File: src/rtl/bwm_pkg.sv
package bwm_pkg;
    typedef enum logic [1:0] {
        ST_OFF  = 2'd0,
        ST_RUN  = 2'd1,
        ST_HOLD = 2'd2,
        ST_TRIP = 2'd3
    } bwm_state_t;

    localparam int NUM_CTR = 2;
    localparam int NUM_SRC = 4;
endpackage

File: src/rtl/bwm_window.sv
module bwm_window #(
    parameter int WIN_W = 10,
    parameter int SEL_W = 2
) (
    input  logic                  clk,
    input  logic                  rst_n,
    input  logic [SEL_W-1:0]      sel,
    input  logic [(1<<SEL_W)-1:0] src,
    input  logic [WIN_W-1:0]      size,
    input  logic                  clear,
    input  logic                  run,
    output logic [WIN_W-1:0]      win_q,
    output logic                  wrap
);
    logic adv;

    always_comb begin
        adv  = src[sel];
        wrap = run && adv && (win_q == size);
    end

    always_ff @(posedge clk or negedge rst_n) begin
        if (!rst_n)
            win_q <= '0;
        else if (clear || wrap)
            win_q <= '0;
        else if (run && adv)
            win_q <= win_q + WIN_W'(1);
    end
endmodule

File: src/rtl/bwm_event_ctr.sv
module bwm_event_ctr #(
    parameter int CNT_W = 7
) (
    input  logic             clk,
    input  logic             rst_n,
    input  logic             en,
    input  logic [CNT_W-1:0] thresh,
    input  logic             run_mode,
    input  logic             match,
    input  logic             qual,
    input  logic             clear,
    input  logic             run,
    output logic [CNT_W-1:0] count,
    output logic             hit
);
    localparam logic [CNT_W-1:0] CNT_MAX = {CNT_W{1'b1}};

    always_ff @(posedge clk or negedge rst_n) begin
        if (!rst_n) begin
            count <= '0;
        end else if (clear || !en) begin
            count <= '0;
        end else if (run) begin
            if (match) begin
                if (count != CNT_MAX)
                    count <= count + CNT_W'(1);
            end else if (run_mode && qual) begin
                count <= '0;
            end
        end
    end

    always_ff @(posedge clk or negedge rst_n) begin
        if (!rst_n)
            hit <= 1'b0;
        else if (clear || !en || !run)
            hit <= 1'b0;
        else
            hit <= (count >= thresh);
    end
endmodule

File: src/rtl/bwm_ctrl.sv
module bwm_ctrl
    import bwm_pkg::*;
#(
    parameter int N = 2
) (
    input  logic         clk,
    input  logic         rst_n,
    input  logic         enable,
    input  logic         suppress,
    input  logic         and_mode,
    input  logic         freeze_en,
    input  logic [N-1:0] hit,
    input  logic [N-1:0] en,
    output logic         trip,
    output logic         freeze,
    output logic         ctr_clear,
    output logic         ctr_run
);
    bwm_state_t state, nxt;
    logic any_hit, all_hit, cond;

    always_comb begin
        any_hit = |(hit & en);
        all_hit = (|en) && (&(hit | ~en));
        cond    = and_mode ? all_hit : any_hit;
    end

    always_comb begin
        nxt = state;
        if (!enable) begin
            nxt = ST_OFF;
        end else if (suppress) begin
            nxt = ST_HOLD;
        end else begin
            unique case (state)
                ST_OFF:  nxt = ST_RUN;
                ST_HOLD: nxt = ST_RUN;
                ST_RUN:  nxt = cond ? ST_TRIP : ST_RUN;
                ST_TRIP: nxt = ST_RUN;
                default: nxt = ST_OFF;
            endcase
        end
    end

    always_ff @(posedge clk or negedge rst_n) begin
        if (!rst_n) begin
            state  <= ST_OFF;
            freeze <= 1'b0;
        end else begin
            state  <= nxt;
            freeze <= (nxt == ST_TRIP) && freeze_en;
        end
    end

    always_comb begin
        trip      = (state == ST_TRIP);
        ctr_clear = (nxt == ST_OFF) || (nxt == ST_TRIP);
        ctr_run   = (nxt == ST_RUN) && (state != ST_TRIP);
    end
endmodule

File: src/rtl/branch_window_monitor.sv
module branch_window_monitor
    import bwm_pkg::*;
#(
    parameter int WIN_W = 10,
    parameter int CNT_W = 7
) (
    input  logic                 clk,
    input  logic                 rst_n,
    input  logic                 cfg_enable,
    input  logic                 cfg_guest_block,
    input  logic                 guest_mode,
    input  logic                 cfg_and_mode,
    input  logic                 cfg_freeze_en,
    input  logic [WIN_W-1:0]     cfg_win_size,
    input  logic [1:0]           cfg_win_sel,
    input  logic [NUM_CTR-1:0]   cfg_cnt_en,
    input  logic [NUM_CTR-1:0]   cfg_run_mode,
    input  logic [CNT_W-1:0]     cfg_thresh0,
    input  logic [CNT_W-1:0]     cfg_thresh1,
    input  logic [NUM_SRC-1:0]   ev_retire,
    input  logic [NUM_CTR-1:0]   ev_match,
    input  logic [NUM_CTR-1:0]   ev_qual,
    output logic                 trip,
    output logic                 freeze_req,
    output logic [CNT_W-1:0]     count0,
    output logic [CNT_W-1:0]     count1,
    output logic [WIN_W-1:0]     win_count
);
    logic                 ctr_clear, ctr_run, wrap, suppress;
    logic [NUM_CTR-1:0]   hit;
    logic [CNT_W-1:0]     thr   [NUM_CTR];
    logic [CNT_W-1:0]     cnt_v [NUM_CTR];

    always_comb begin
        suppress = cfg_guest_block && guest_mode;
        thr[0]   = cfg_thresh0;
        thr[1]   = cfg_thresh1;
        count0   = cnt_v[0];
        count1   = cnt_v[1];
    end

    bwm_ctrl #(.N(NUM_CTR)) ctrl_i (
        .clk       (clk),
        .rst_n     (rst_n),
        .enable    (cfg_enable),
        .suppress  (suppress),
        .and_mode  (cfg_and_mode),
        .freeze_en (cfg_freeze_en),
        .hit       (hit),
        .en        (cfg_cnt_en),
        .trip      (trip),
        .freeze    (freeze_req),
        .ctr_clear (ctr_clear),
        .ctr_run   (ctr_run)
    );

    bwm_window #(.WIN_W(WIN_W), .SEL_W(2)) win_i (
        .clk   (clk),
        .rst_n (rst_n),
        .sel   (cfg_win_sel),
        .src   (ev_retire),
        .size  (cfg_win_size),
        .clear (ctr_clear),
        .run   (ctr_run),
        .win_q (win_count),
        .wrap  (wrap)
    );

    for (genvar g = 0; g < NUM_CTR; g++) begin : g_ctr
        bwm_event_ctr #(.CNT_W(CNT_W)) ctr_i (
            .clk      (clk),
            .rst_n    (rst_n),
            .en       (cfg_cnt_en[g]),
            .thresh   (thr[g]),
            .run_mode (cfg_run_mode[g]),
            .match    (ev_match[g]),
            .qual     (ev_qual[g]),
            .clear    (ctr_clear || wrap),
            .run      (ctr_run),
            .count    (cnt_v[g]),
            .hit      (hit[g])
        );
    end
endmodule

File: config.mk
export PLATFORM = sky130hd
export DESIGN_NAME = branch_window_monitor
export DESIGN_NICKNAME = d
export VERILOG_FILES = /design/src/rtl/bwm_pkg.sv /design/src/rtl/bwm_window.sv /design/src/rtl/bwm_event_ctr.sv /design/src/rtl/bwm_ctrl.sv /design/src/rtl/branch_window_monitor.sv
export SDC_FILE = /design/constraint.sdc
export NUM_CORES = 1
export LEC_CHECK = 0
export BUFFER_PORTS_ARGS = -buffer_cell sky130_fd_sc_hd__buf_2
export CAP_MARGIN = 40
export CORE_ASPECT_RATIO = 2
export CORE_MARGIN = 8
export CORE_UTILIZATION = 46
export DETAILED_ROUTE_END_ITERATION = 10
export GPL_TIMING_DRIVEN = 0
export PLACE_DENSITY = 0.74
export SYNTH_ARGS = -nofsm -noshare
export SYNTH_HDL_FRONTEND = slang
export SYNTH_SLANG_ARGS = --single-unit
File: constraint.sdc
create_clock -name clk -period 2.4 [get_ports clk]
set_input_delay 0.36 -clock clk [delete_from_list [all_inputs] [get_ports clk]]
set_output_delay 0.36 -clock clk [all_outputs]
set_load 0.03 [all_outputs]
Word level (Yosys, flattened, before mapping):

Index checks and enable logic that the tools add are counted.

* bits in registers: 29
* output and inout bits: 26
* logic and storage cells: 78

* add/subtract/negate cells: 3
* $lt $le $gt $ge: 3
* equal/unequal tests: 11
* multiplexer cells: 21
* bitwise logic cells: 3
* reductions and logical operators: 30

Operators with widths (count)
* 2-to-1 mux 7 bit: 10
* 2-to-1 mux 10 bit: 2
* adder 7 x 1 -> 7 bit (second input constant): 2
* >= comparator 7 bit: 2
* inequality test 7 bit (second input constant): 2
* adder 10 x 1 -> 10 bit (second input constant): 1
* equality test 10 bit: 1
* logical AND 1 bit: 8
* equality test 2 bit (second input constant): 3
* logical OR 1 bit: 6
* 2-to-1 mux 2 bit: 3
* inequality test 3 x 1 -> 1 bit (second input constant): 2
* AND reduction 3 bit: 2
* nonzero test 2 bit: 3
* nonzero test 3 bit: 2
* equality test 2 x 1 -> 1 bit (second input constant): 2
* zero test 2 bit: 2
* 2-to-1 mux 1 bit: 4
* one-hot mux 2 bit (2 select lines): 1
* OR reduction 2 bit: 2
* zero test 1 bit: 3
* less-than comparator 2 x 3 -> 1 bit (second input constant): 1
* OR reduction 3 bit: 1
* AND 2 bit: 1
* other kinds (5): 5

Longest topological paths before layout:

Gate-level depths: netlist of the first run.

* depth in word-level cells: 17
* mapped depth: 12
* mapped depth without buffers: 11

Cells and area by module:

A second synthesis of the first run with hierarchy kept.

* cell total of the unflattened synthesis: 235
* area total of the unflattened synthesis: 2244.7 sq um

By module, submodules not included
* bwm_event_ctr: instances 2, cells each 69, area each 628.1 sq um, sequential area each 200.2 sq um
* bwm_window: instances 1, cells each 77, area each 780.7 sq um, sequential area each 250.2 sq um
* bwm_ctrl: instances 1, cells each 18, area each 195.2 sq um, sequential area each 75.1 sq um
* branch_window_monitor: instances 1, cells each 2, area each 12.5 sq um, sequential area each 0.0 sq um

Worst setup path before layout of the first run:

OpenSTA, ideal clock, no wires.

* kind: input-to-reg
* start: input port cfg_and_mode
* end: register g_ctr[0].ctr_i.count[4]
* setup time: 0.082 ns
* arrival: 2.173 ns
* data required time: 2.318 ns
* path slack: 0.145 ns
* cell stages on the path: 10
* buffers on the path: 0
* path through: nand2_1 -> a22o_1 -> a32oi_1 -> nor3b_1 -> o21ai_0 -> ha_1 -> a21boi_2 -> nand3_1 -> or3b_2 -> a21oi_1

* longest elaborated chain between the ends: 13
* elaborated cells on any way between the ends: 19
* classes of those cells: eq/ne: 3; mux: 6; reduce/logical: 10

Ends and longest elaborated chain
* start, declared: RTL line branch_window_monitor.sv:12 `input logic cfg_and_mode,`
* 2-to-1 mux 1 bit (*): RTL line bwm_ctrl.sv:25 `cond = and_mode ? all_hit : any_hit;`
* 2-to-1 mux 2 bit (*): RTL line bwm_ctrl.sv:38 `ST_RUN: nxt = cond ? ST_TRIP : ST_RUN;`
* one-hot mux 2 bit (2 select lines) (*): RTL line bwm_ctrl.sv:35 `unique case (state)`
* 2-to-1 mux 2 bit (*): RTL line bwm_ctrl.sv:32 `end else if (suppress) begin`
* 2-to-1 mux 2 bit (*): RTL line bwm_ctrl.sv:30 `if (!enable) begin`
* equality test 2 x 1 -> 1 bit: RTL line bwm_ctrl.sv:58 `ctr_run = (nxt == ST_RUN) && (state != ST_TRIP);`
* logical AND 1 bit: RTL line bwm_ctrl.sv:58
* logical AND 1 bit (2 in a row): RTL line bwm_window.sv:19 `wrap = run && adv && (win_q == size);`
* logical OR 1 bit: RTL line branch_window_monitor.sv:78 `.clear (ctr_clear || wrap),`
* logical OR 1 bit: RTL line bwm_event_ctr.sv:21 `end else if (clear || !en) begin`
* inequality test 3 x 1 -> 1 bit (no source line) (tied with other cells)
* AND reduction 3 bit (no source line)
* end signal, assigned: RTL line bwm_event_ctr.sv:26 `count <= count + CNT_W'(1);`
* end, declared: RTL line bwm_event_ctr.sv:13 `output logic [CNT_W-1:0] count,`

Every way passes the cells marked *; elsewhere a longest branch is shown, timed or not.
A chain may end at the register's enable or synchronous reset.

Worst setup path after layout of the first run:

* start: register g_ctr[0].ctr_i.hit
* end: register win_i.win_q[9]

* longest elaborated chain between the ends: 14
* elaborated cells on any way between the ends: 20
* classes of those cells: eq/ne: 2; mux: 6; bitwise: 2; reduce/logical: 10

Ends and longest elaborated chain
* start, declared: RTL line bwm_event_ctr.sv:14 `output logic hit`
* start signal, assigned: RTL line bwm_event_ctr.sv:39 `hit <= (count >= thresh);`
* bitwise OR 2 bit: RTL line bwm_ctrl.sv:24 `all_hit = (|en) && (&(hit | ~en));`
* AND reduction 2 bit: RTL line bwm_ctrl.sv:24
* logical AND 1 bit: RTL line bwm_ctrl.sv:24
* 2-to-1 mux 1 bit (*): RTL line bwm_ctrl.sv:25
* 2-to-1 mux 2 bit (*): RTL line bwm_ctrl.sv:38
* one-hot mux 2 bit (2 select lines) (*): RTL line bwm_ctrl.sv:35
* 2-to-1 mux 2 bit (*): RTL line bwm_ctrl.sv:32
* 2-to-1 mux 2 bit (*): RTL line bwm_ctrl.sv:30
* equality test 2 x 1 -> 1 bit: RTL line bwm_ctrl.sv:58
* logical AND 1 bit: RTL line bwm_ctrl.sv:58
* logical AND 1 bit: RTL line bwm_window.sv:19, bwm_window.sv:27
* logical AND 1 bit: RTL line bwm_window.sv:19
* logical OR 1 bit: RTL line bwm_window.sv:25 `else if (clear || wrap)`
* 2-to-1 mux 10 bit or nonzero test 2 bit (tied branches)
* end signal, assigned: RTL line bwm_window.sv:28 `win_q <= win_q + WIN_W'(1);`
* end, declared: RTL line bwm_window.sv:12 `output logic [WIN_W-1:0] win_q,`

Marks and branches as above.

==> impl_metrics.tcl, run 1 <==
set metrics [dict create \
    status "finished clean" \
    n_antenna_cell 0 \
    syn_inst 244 \
    multi_input_area_um2 1370 \
    r2r_start "g_ctr[0].ctr_i.hit" \
    rsz0062_at_grt "yes" \
    grt_pass1_wl_um 9650 \
    cts.clk_slew.worst_paths_ps 70 \
    fillers 427 \
    vdd_drop_max_uv 379 \
    power_mw 1.14 \
    numClockSinks 29 \
    antenna_found_initial 0 \
    grt_remaining_overflow 0 \
    via_count 2152 \
    ioPinCount 71 \
    cap_violations 0 \
    dp_slack_ps -469 \
    synth_area_um2 2180 \
    totalWireLength_um 5860 \
    cp_max_fo 5 \
    critPathMaxStageDelay_ps 390 \
    rrSetupSlack_ps 70 \
    clk_latency_ps 280 \
    seqCellArea_um2 726 \
    p_leak_nw 1.44 \
    gp_congestion 0.804 \
    power_density_nw_per_um2 407 \
    critPathCaptureType "flip-flop" \
    syn_nets 308 \
    finish.net_count 390 \
    yosys.area.top_type_share 0.333 \
    slew_violations 0 \
    max_freq_mhz 430 \
    fin_util 0.608 \
    hold_viol 0 \
    coreArea_um2 4600 \
    start_util 0.474 \
    reg2reg_depth 10 \
    netlist-cell-type-count 47 \
    synth.largest_area_cell "dfrtp_1" \
    die_x_um 64.7 \
    syn_area_per_cell_um2 8.94 \
    tightest_slew_ps 643 \
    clk_path_buf_depth 2 \
    synth_area_leaders "dfrtp_1, ha_1, nand2_1" \
    cts_root_buf "clkbuf_8" \
    final_critical_path_setup_slack_ps 72.9 \
    fin_hold_ws_ps 103 \
    dpl.hpwl_um 4600 \
    hold_class "input port to async pin" \
    io_buffers 69 \
    worst-path-buf-inv 0 \
    critPathTopFamily "compound AO/OA/AOI/OAI gates" \
    postRouteAntennaNets 0 \
    crit_path_top_delay_cell "dfrtp_1" \
    finalSetupViolations 0 \
    layout_min_cycle_time_ps 2330 \
    crit_type "flip-flop to flip-flop" \
    numCtsBuffers 5 \
    fp.dieH_um 113 \
    grt_pass1_vias 2157 \
    vias_per_cell 5.63 \
    final_area_um2 2790 \
    critPathRequiredTime_ps 2560 \
    cts_tree "yes" \
    grt_max_degree 30 \
    die_area_um2 7330 \
    h-tree-depth 2 \
    ys_warn_count 0 \
    cts_hold_buf 0 \
    area_delta_synth_final_pct 28.1 \
    postPlaceCellArea_um2 2590 \
    seq_area_frac_synth 0.333 \
    startpoint_type "flip-flop" \
    wl_per_cell_um 15.3 \
    max_slew_margin 0.571 \
    period_share 0.970 \
    drive_above_1_share 0.330 \
    dr.pass1.iters 4 \
    arrival_ps 2490 \
    crit_path_cell_trace "a22o_1, a32oi_2, nor3b_1, o21ai_1, ha_1, a21boi_4, nand2_4, a2111oi_4, xnor2_1, nor3_1" \
    r2r-end "win_i.win_q[9]" \
    drt_iter0_markers 38 \
    gr-usage-all-layers 0.159 \
    finalClockSkew_ps 10.6 \
    drc 0 \
    ys_seq_elements 29 \
    rows 35 \
]
[worst max path at each step]
stage	end	slack, ps	startpoint	cells after the start
2_1_floorplan	g_ctr[0].ctr_i.count[4]	150	cfg_and_mode	10
3_3_place_gp	g_ctr[0].ctr_i.count[2]	-450	cfg_cnt_en[0]	11
3_5_place_dp	g_ctr[0].ctr_i.count[3]	-470	cfg_cnt_en[0]	11
4_1_cts	g_ctr[1].ctr_i.count[4]	30	g_ctr[0].ctr_i.hit	9
5_1_grt	win_i.win_q[6]	-80	g_ctr[0].ctr_i.hit	11
6_report	win_i.win_q[9]	70	g_ctr[0].ctr_i.hit	10
[flip-flops by register name, summed over array words and instances, names as in the netlist]
register and flops:
ctrl_i.freeze 1, ctrl_i.state 2, g_ctr.ctr_i.count 14, g_ctr.ctr_i.hit 2, win_i.win_q 10
[routing by layer]
layer  vias up  share of wire  track usage
li1       1047              -            -
met1      1023           0.37        0.156
met3         9          0.063       0.0432
met4         0          0.017       0.0528
met2        73           0.55        0.303
met5         -              0            0
[worst reg2reg max path, stage by stage, from the launching register on]
cell       delay (ps)
dfrtp_1           390
a22o_1            240
a32oi_2           160
nor3b_1            90
o21ai_1           140
ha_1              180
a21boi_4          280
nand2_4           120
a2111oi_4         380
xnor2_1           160
nor3_1             60
[cell type report]
cell class,instances,share of cell area
flip-flops and latches,29,0.260
well taps,55,0.0246
plain buffers,8,0.0296
clock inverters,1,0.00179
multi-input cells,192,0.490
clock buffers,7,0.0345
inverters,15,0.0202
repair buffers,75,0.140
[cell families after synthesis]
logic type | share of synthesized area
AND/OR/NAND/NOR | 0.254
AO/OA/AOI/OAI | 0.176
flip-flops | 0.333
buffers and inverters | 0.0620
multiplexers | 0.0149
XOR/XNOR | 0.0522
adder cells (fa/ha/maj) | 0.109
[placed cells by master (no fill, tap or decap), drive strengths merged, types with 2 or more instances in the layout]
master  instances
nor2            7
or2b            2
nor3            6
xor2            9
o21ai          18
a21o            4
or3b            2
nand2          26
a21oi          17
inv            15
nor3b           2
and2            9
nand3b          3
nor2b           4
buf            77
xnor2           4
and3            6
a31oi           7
nand4           6
nand3          12
clkbuf         13
or3             2
o211ai          3
nor4            5
nand2b          3
dfrtp          29
nand4b          3
ha             19
[cell usage after synthesis (all sizes together)]
library cell  instances
nand4                 6
or2                   1
mux2i                 1
inv                  15
xnor2                 4
dfrtp                29
a41o                  1
nor3b                 2
or3b                  2
nand2                26
a2111oi               1
clkbuf                6
a21o                  4
o21ai                18
nand4b                3
buf                   2
a31oi                 7
o211ai                3
a31o                  1
nor2b                 4
and2                  9
a22oi                 1
a21boi                1
or3                   2
nand2b                3
o21a                  1
and3                  6
a22o                  1
mux4                  1
a32oi                 1
nand3                12
nor3                  6
xor2                  9
nor4b                 1
nand3b                3
or2b                  2
nor4                  5
ha                   19
nor2                  7
a21oi                17
a211oi                1
[metrics by stage]
step                      instances  setup TNS (ps)
final                           382               0
after global routing            382            -335
after CTS                       380               0
after detailed placement        368           -7490
after global placement          368           -6500
after floorplan                 244               0
[where the power goes]
group          leakage [nW]  switching [mW]  internal [mW]
Combinational         0.979           0.109         0.0844
Clock                0.0542           0.187          0.259
Sequential            0.402         0.00582          0.493
Total                  1.44           0.302          0.836
[timing repair]
action	4_1_cts	5_1_grt
resized for setup	5	8
setup buffers	4	2
endpoints found under the setup margin	25	19
pin swaps	1	3
(Power assumes the default switching activity.)
==> inputs of run 2 (changes only) <==
--- a/config.mk
+++ b/config.mk
@@ -5,14 +5,15 @@
 export SDC_FILE = /design/constraint.sdc
 export NUM_CORES = 1
 export LEC_CHECK = 0
+export ABC_AREA = 1
 export BUFFER_PORTS_ARGS = -buffer_cell sky130_fd_sc_hd__buf_2
 export CAP_MARGIN = 40
 export CORE_ASPECT_RATIO = 2
 export CORE_MARGIN = 8
-export CORE_UTILIZATION = 46
+export CORE_UTILIZATION = 47
 export DETAILED_ROUTE_END_ITERATION = 10
 export GPL_TIMING_DRIVEN = 0
-export PLACE_DENSITY = 0.74
+export PLACE_DENSITY = 0.75
 export SYNTH_ARGS = -nofsm -noshare
 export SYNTH_HDL_FRONTEND = slang
 export SYNTH_SLANG_ARGS = --single-unit
==> impl_metrics.tcl, run 2 <==
set metrics [dict create \
    synth-edff-count 0 \
    antenna_found_initial 0 \
    ys.flop_type "dfrtp_1" \
    switchingPower_uw 357 \
    ys_seq_elements 29 \
    h-tree-depth 2 \
    clk_path_buf_depth 2 \
    gr-usage-all-layers 0.170 \
    critPathRequiredTime_ps 2620 \
    die_area_um2 7380 \
    layout_min_cycle_time_ps 2130 \
    fin_tns_setup_ps 0 \
    synth_area_leaders "dfrtp_1, nand2_1, ha_1" \
    die_x_um 64.9 \
    grt_remaining_overflow 0 \
    numCtsBuffers 5 \
    drc 0 \
    largest-register "g_ctr.ctr_i.count" \
    rsz0062_at_grt "no" \
    fp.dieH_um 114 \
    totalWireLength_um 5960 \
    via_count 2266 \
    vias_per_cell 5.06 \
    cellInternalPower_uw 923 \
    synth_area_um2 2250 \
    seq_area_frac_synth 0.323 \
    cts_root_buf "clkbuf_8" \
    gp_congestion 0.809 \
    finalSetupViolations 0 \
    placed_cells 440 \
    async_flop_share 1.00 \
    area_delta_synth_final_pct 24.3 \
    hold_class "input port to async pin" \
    max_slew_margin 0.547 \
    syn_area_per_cell_um2 7.13 \
    largest_register_ffs 14 \
    ys_warn_count 0 \
    power_density_nw_per_um2 459 \
    final_cells 448 \
    post_cts_buffers 0 \
    yosys.area.top_type_share 0.323 \
    coreArea_um2 4600 \
    crit_type "flip-flop to flip-flop" \
    cts_hold_buf 0 \
    max_freq_mhz 469 \
    dr.pass1.iters 4 \
    grt_pass1_wl_um 10200 \
    cts_tree "yes" \
    mostFrequentLayoutCell "nand2_1" \
    hold_viol 0 \
    period_share 0.888 \
    fin_util 0.607 \
    wl_per_cell_um 13.3 \
    arrival_ps 2350 \
    vdd_drop_max_uv 413 \
    n_antenna_cell 0 \
    finalClockSkew_ps 6.95 \
    yosysMostFrequentCell "nand2_1" \
    drt_iter0_markers 47 \
    io_buffers 70 \
    cp_max_fo 7 \
    ioPinCount 71 \
    grt_max_degree 30 \
    swShare 0.279 \
    clk_latency_ps 280 \
    slew_violations 0 \
    drive_above_1_share 0.254 \
    cap_violations 0 \
    dpl.hpwl_um 5000 \
    rows 35 \
    synth.largest_area_cell "dfrtp_1" \
    reg_top3 "g_ctr.ctr_i.count x14, win_i.win_q x10" \
    grt_pass1_vias 2397 \
    status "finished clean" \
    syn_nets 379 \
    finish.net_count 456 \
    final_cell_mix "nand2_1, buf_2, inv_1" \
    postRouteAntennaNets 0 \
    synthTopCellsByCount "nand2_1, inv_1, nand3_1" \
    p_leak_nw 1.61 \
    cts.clk_slew.worst_paths_ps 70 \
    seqPwrFrac 0.401 \
    netlist-cell-type-count 31 \
    numClockSinks 29 \
    syn_inst 315 \
    tightest_slew_ps 680 \
    comb_power_share 0.185 \
    start_util 0.488 \
    startpoint_type "flip-flop" \
    critPathCaptureType "flip-flop" \
    p_clk_frac 0.414 \
]
-- run 2: changes by cell type in the layout (fill, tap and decap cells not counted), sizes merged, moves of 7 or more --
cell	delta
nand3	+20
inv	+41
nand2	+56
o21ai	-8
nor2	+27
a31oi	-7
and2	-9
-- run 2: worst paths after layout --
| path | startpoint | endpoint | slack, ps | cells after the start |
|---|---|---|---|---|
| max | g_ctr[0].ctr_i.hit | g_ctr[0].ctr_i.count[0] | 270 | 14 |
| max in group asynchronous | rst_n | win_i.win_q[2] | 1840 | 1 |
| max reg2reg | g_ctr[0].ctr_i.hit | g_ctr[0].ctr_i.count[0] | 270 | 14 |
| min reg2reg | g_ctr[1].ctr_i.count[1] | g_ctr[1].ctr_i.count[1] | 560 | 2 |
| min | rst_n | g_ctr[1].ctr_i.count[5] | 120 | 1 |
| min in group clk | cfg_freeze_en | ctrl_i.freeze | 260 | 3 |
-- run 2: cell type report --
cell class,count,area [µm²]
Fill cell,456,1810
Multi-Input combinational cell,228,1310
Sequential cell,29,726
Timing Repair Buffer,70,350
Inverter,57,214
Clock buffer,7,86.3
Tap cell,55,68.8
Clock inverter,1,30.0
Buffer,1,7.51
-- run 2: kinds of logic (layout without fill, tap and decap cells) --
logic type	Yosys count	after routing	share of synthesized area
AOI/OAI and AO/OA	29	29	0.0702
xor gates and xnor gates	12	12	0.0468
adders and majority gates	19	19	0.106
buffers and inverters	58	136	0.0986
DFF	29	29	0.323
and+or+nand+nor	168	168	0.355
-- run 2: timing repair --
action | 4_1_cts | 5_1_grt
setup endpoints to repair | 0 | 4
resized for setup | 0 | 2
endpoints found under the hold margin | 0 | 0
-- run 2: critical path, stage by stage (launching register included) --
cell and delay (ps):
dfrtp_1 360, a22o_1 140, nand4_1 100, a21oi_1 230, inv_1 70, ha_1 190
nand2_2 120, inv_1 80, nand2_1 100, inv_2 40, nand3_2 120, nand2_4 120
nor2_4 190, nand3_1 100, nand2_1 100
-- run 2: metrics by stage --
| stage | hold WS (ps) | instance area (µm²) | setup slack, ps | total power [mW] |
|---|---|---|---|---|
| 3_5_place_dp | 444 | 2670 | -37.1 | 0.759 |
| 3_3_place_gp | 427 | 2670 | -25.4 | 0.753 |
| 5_1_grt | 156 | 2790 | 74.9 | 1.34 |
| 4_1_cts | 133 | 2780 | 152 | 1.28 |
| 6_report | 116 | 2790 | 268 | 1.28 |
| 2_1_floorplan | 64.4 | 2250 | 476 | 0.665 |
-- run 2: power by group through the flow --
stage,registers [mW],clock network [mW],logic [mW]
2_1_floorplan,0.539,0,0.126
3_3_place_gp,0.522,0,0.231
3_5_place_dp,0.523,0,0.236
4_1_cts,0.513,0.534,0.237
5_1_grt,0.515,0.554,0.267
6_report,0.513,0.530,0.237
-- run 2: routing by layer --
layer,up-vias,wire (µm),GRT usage
met5,-,0,0
met4,0,102,0.0616
met3,9,295,0.0383
met2,59,3480,0.348
met1,1038,2080,0.147
li1,1160,-,-
==> inputs of run 3 (changes only) <==
--- a/config.mk
+++ b/config.mk
@@ -10,10 +10,11 @@
 export CAP_MARGIN = 40
 export CORE_ASPECT_RATIO = 2
 export CORE_MARGIN = 8
-export CORE_UTILIZATION = 47
+export CORE_UTILIZATION = 48
 export DETAILED_ROUTE_END_ITERATION = 10
 export GPL_TIMING_DRIVEN = 0
-export PLACE_DENSITY = 0.75
+export PLACE_DENSITY = 0.89
 export SYNTH_ARGS = -nofsm -noshare
 export SYNTH_HDL_FRONTEND = slang
+export SYNTH_HIERARCHICAL = 1
 export SYNTH_SLANG_ARGS = --single-unit
==> impl_metrics.tcl, run 3 <==
set metrics [dict create \
    start_util 0.497 \
    syn_nets 433 \
    h-tree-depth 2 \
    p_leak_nw 1.87 \
    grt_remaining_overflow 0 \
    fp.dieH_um 119 \
    wl_per_cell_um 12.3 \
    grt_max_degree 30 \
    yosys.area.top_type_share 0.287 \
    fin_tns_setup_ps 0 \
    die_x_um 67.3 \
    synth-edff-count 0 \
    ys_warn_count 6 \
    rows 37 \
    rrSetupSlack_ps 110 \
    synth_area_um2 2530 \
    drc 0 \
    dp_slack_ps -406 \
    status "finished clean" \
    ys_seq_elements 29 \
    hold_viol 0 \
    coreArea_um2 5090 \
    hold_class "input port to async pin" \
    rsz0062_at_grt "yes" \
    r2r_start "g_ctr[1].ctr_i/hit" \
    vdd_drop_max_uv 336 \
    totalWireLength_um 6380 \
    postPlaceCellArea_um2 2950 \
    cap_violations 0 \
    reg2reg_depth 20 \
    crit_type "flip-flop to flip-flop" \
    grt_pass1_vias 2518 \
    reg_top3 "g_ctr.ctr_i/count x14, win_i/win_q x10" \
    final_cell_mix "nand2_1, buf_2, inv_1" \
    power_density_nw_per_um2 364 \
    final_critical_path_setup_slack_ps 113 \
    drt_iter0_markers 125 \
    cp_max_fo 8 \
    dr.pass1.iters 4 \
    drive_above_1_share 0.314 \
    clk_latency_ps 280 \
    largest-register "g_ctr.ctr_i/count" \
    seq_area_frac_synth 0.287 \
    final_area_um2 3180 \
    syn_area_per_cell_um2 6.85 \
    gp_congestion 0.833 \
    numCtsBuffers 5 \
    r2r-end "g_ctr[1].ctr_i/count[2]" \
    yosysMostFrequentCell "nand2_1" \
    fillers 486 \
    postRouteAntennaNets 0 \
    worst-path-buf-inv 5 \
    crit_path_cell_trace "buf_4, nand2_1, a21oi_2, nand2_2, nand2_1, nand2_1, ha_1, inv_1, nor2_4, nand2_8, nor2_4, inv_1, nand2_2, inv_1, nand2_4, inv_1, nand2_2, nand2_4, nand2_1, o21ai_2" \
    cts_tree "yes" \
    dpl.hpwl_um 5140 \
    ioPinCount 71 \
    max_freq_mhz 437 \
    slew_violations 0 \
    n_antenna_cell 0 \
    startpoint_type "flip-flop" \
    power_mw 1.16 \
    mostFrequentLayoutCell "nand2_1" \
    cts.clk_slew.worst_paths_ps 60 \
    numClockSinks 29 \
    finish.net_count 522 \
    async_flop_share 1.00 \
    vias_per_cell 4.93 \
    die_area_um2 7990 \
    period_share 0.953 \
    antenna_found_initial 0 \
    io_buffers 70 \
    arrival_ps 2450 \
    critPathMaxStageDelay_ps 380 \
    grt_pass1_wl_um 10500 \
    critPathCaptureType "flip-flop" \
    critPathTopFamily "simple AND/OR/NAND/NOR gates" \
    syn_inst 369 \
    synthTopCellsByCount "nand2_1, inv_1, nor2_1" \
    via_count 2550 \
    cts_root_buf "clkbuf_8" \
    clk_path_buf_depth 2 \
    netlist-cell-type-count 30 \
    finalSetupViolations 0 \
    tightest_slew_ps 670 \
    area_delta_synth_final_pct 25.6 \
    crit_path_top_delay_cell "dfrtp_1" \
    largest_register_ffs 14 \
    finalClockSkew_ps 4.64 \
    ys.flop_type "dfrtp_1" \
    max_slew_margin 0.553 \
    gr-usage-all-layers 0.164 \
    synth.largest_area_cell "dfrtp_1" \
    critPathRequiredTime_ps 2570 \
    synth_area_leaders "dfrtp_1, nand2_1, ha_1" \
    layout_min_cycle_time_ps 2290 \
]
## run 3: changes by cell type after synthesis, sizes merged, moves of 3 or more
cell   previous run  this run
inv              56        69
nor3              9         1
a21oi            14         6
nor3b             5         0
nor2             34        47
nand2            82       135
or2               0         3
nand3            32        27
## run 3: how the worst max path moves through the flow
stage / to / slack (ps) / start / cells past startpoint
final: g_ctr[1].ctr_i/count[2] / 110 / g_ctr[1].ctr_i/hit / 20
after global routing: g_ctr[1].ctr_i/count[4] / -40 / g_ctr[1].ctr_i/hit / 21
after CTS: g_ctr[1].ctr_i/count[2] / 1 / g_ctr[1].ctr_i/hit / 22
after detailed placement: g_ctr[1].ctr_i/count[4] / -410 / cfg_cnt_en[0] / 22
after global placement: g_ctr[0].ctr_i/count[2] / -330 / cfg_cnt_en[0] / 22
after floorplan: g_ctr[0].ctr_i/count[2] / 140 / g_ctr[1].ctr_i/hit / 22
## run 3: cell type report
class | instances | area (µm²) | share of cell area
Inverter | 73 | 302 | 0.0950
Multi-Input combinational cell | 266 | 1530 | 0.481
Clock inverter | 1 | 5.00 | 0.00158
Tap cell | 58 | 72.6 | 0.0229
Sequential cell | 29 | 726 | 0.229
Clock buffer | 7 | 96.3 | 0.0303
Timing Repair Buffer | 83 | 448 | 0.141
## run 3: through the flow
stage / std cells / hold slack [ps] / util
after floorplan: 369 / 64.4 / -
after global placement: 497 / 429 / 0.580
after detailed placement: 497 / 439 / 0.580
after CTS: 505 / 132 / 0.601
after global routing: 517 / 157 / 0.624
final: 517 / 109 / 0.624
## run 3: repair_timing
action                     4_1_cts  5_1_grt
pin swaps                        1        7
setup buffers                    0       13
resized for setup                2        7
setup endpoints to repair       16       15
hold buffers                     0        0
## run 3: per-layer routing
| layer | up-vias | GRT usage | part of all wire |
|---|---|---|---|
| li1 | 1294 | - | - |
| met1 | 1177 | 0.144 | 0.33 |
| met2 | 65 | 0.336 | 0.60 |
| met3 | 14 | 0.0265 | 0.047 |
| met4 | 0 | 0.0580 | 0.024 |
| met5 | - | 0 | 0 |
## run 3: logic make-up after synthesis
family	share of synthesized area
compound gates	0.0515
xor+xnor	0.0312
fa+ha+maj	0.0940
buf+inv	0.124
flops	0.287
simple gates	0.413
## run 3: where the power goes
group / internal [mW] / switching [mW]
Sequential: 0.493 / 0.00452
Clock: 0.259 / 0.182
Combinational: 0.0888 / 0.130
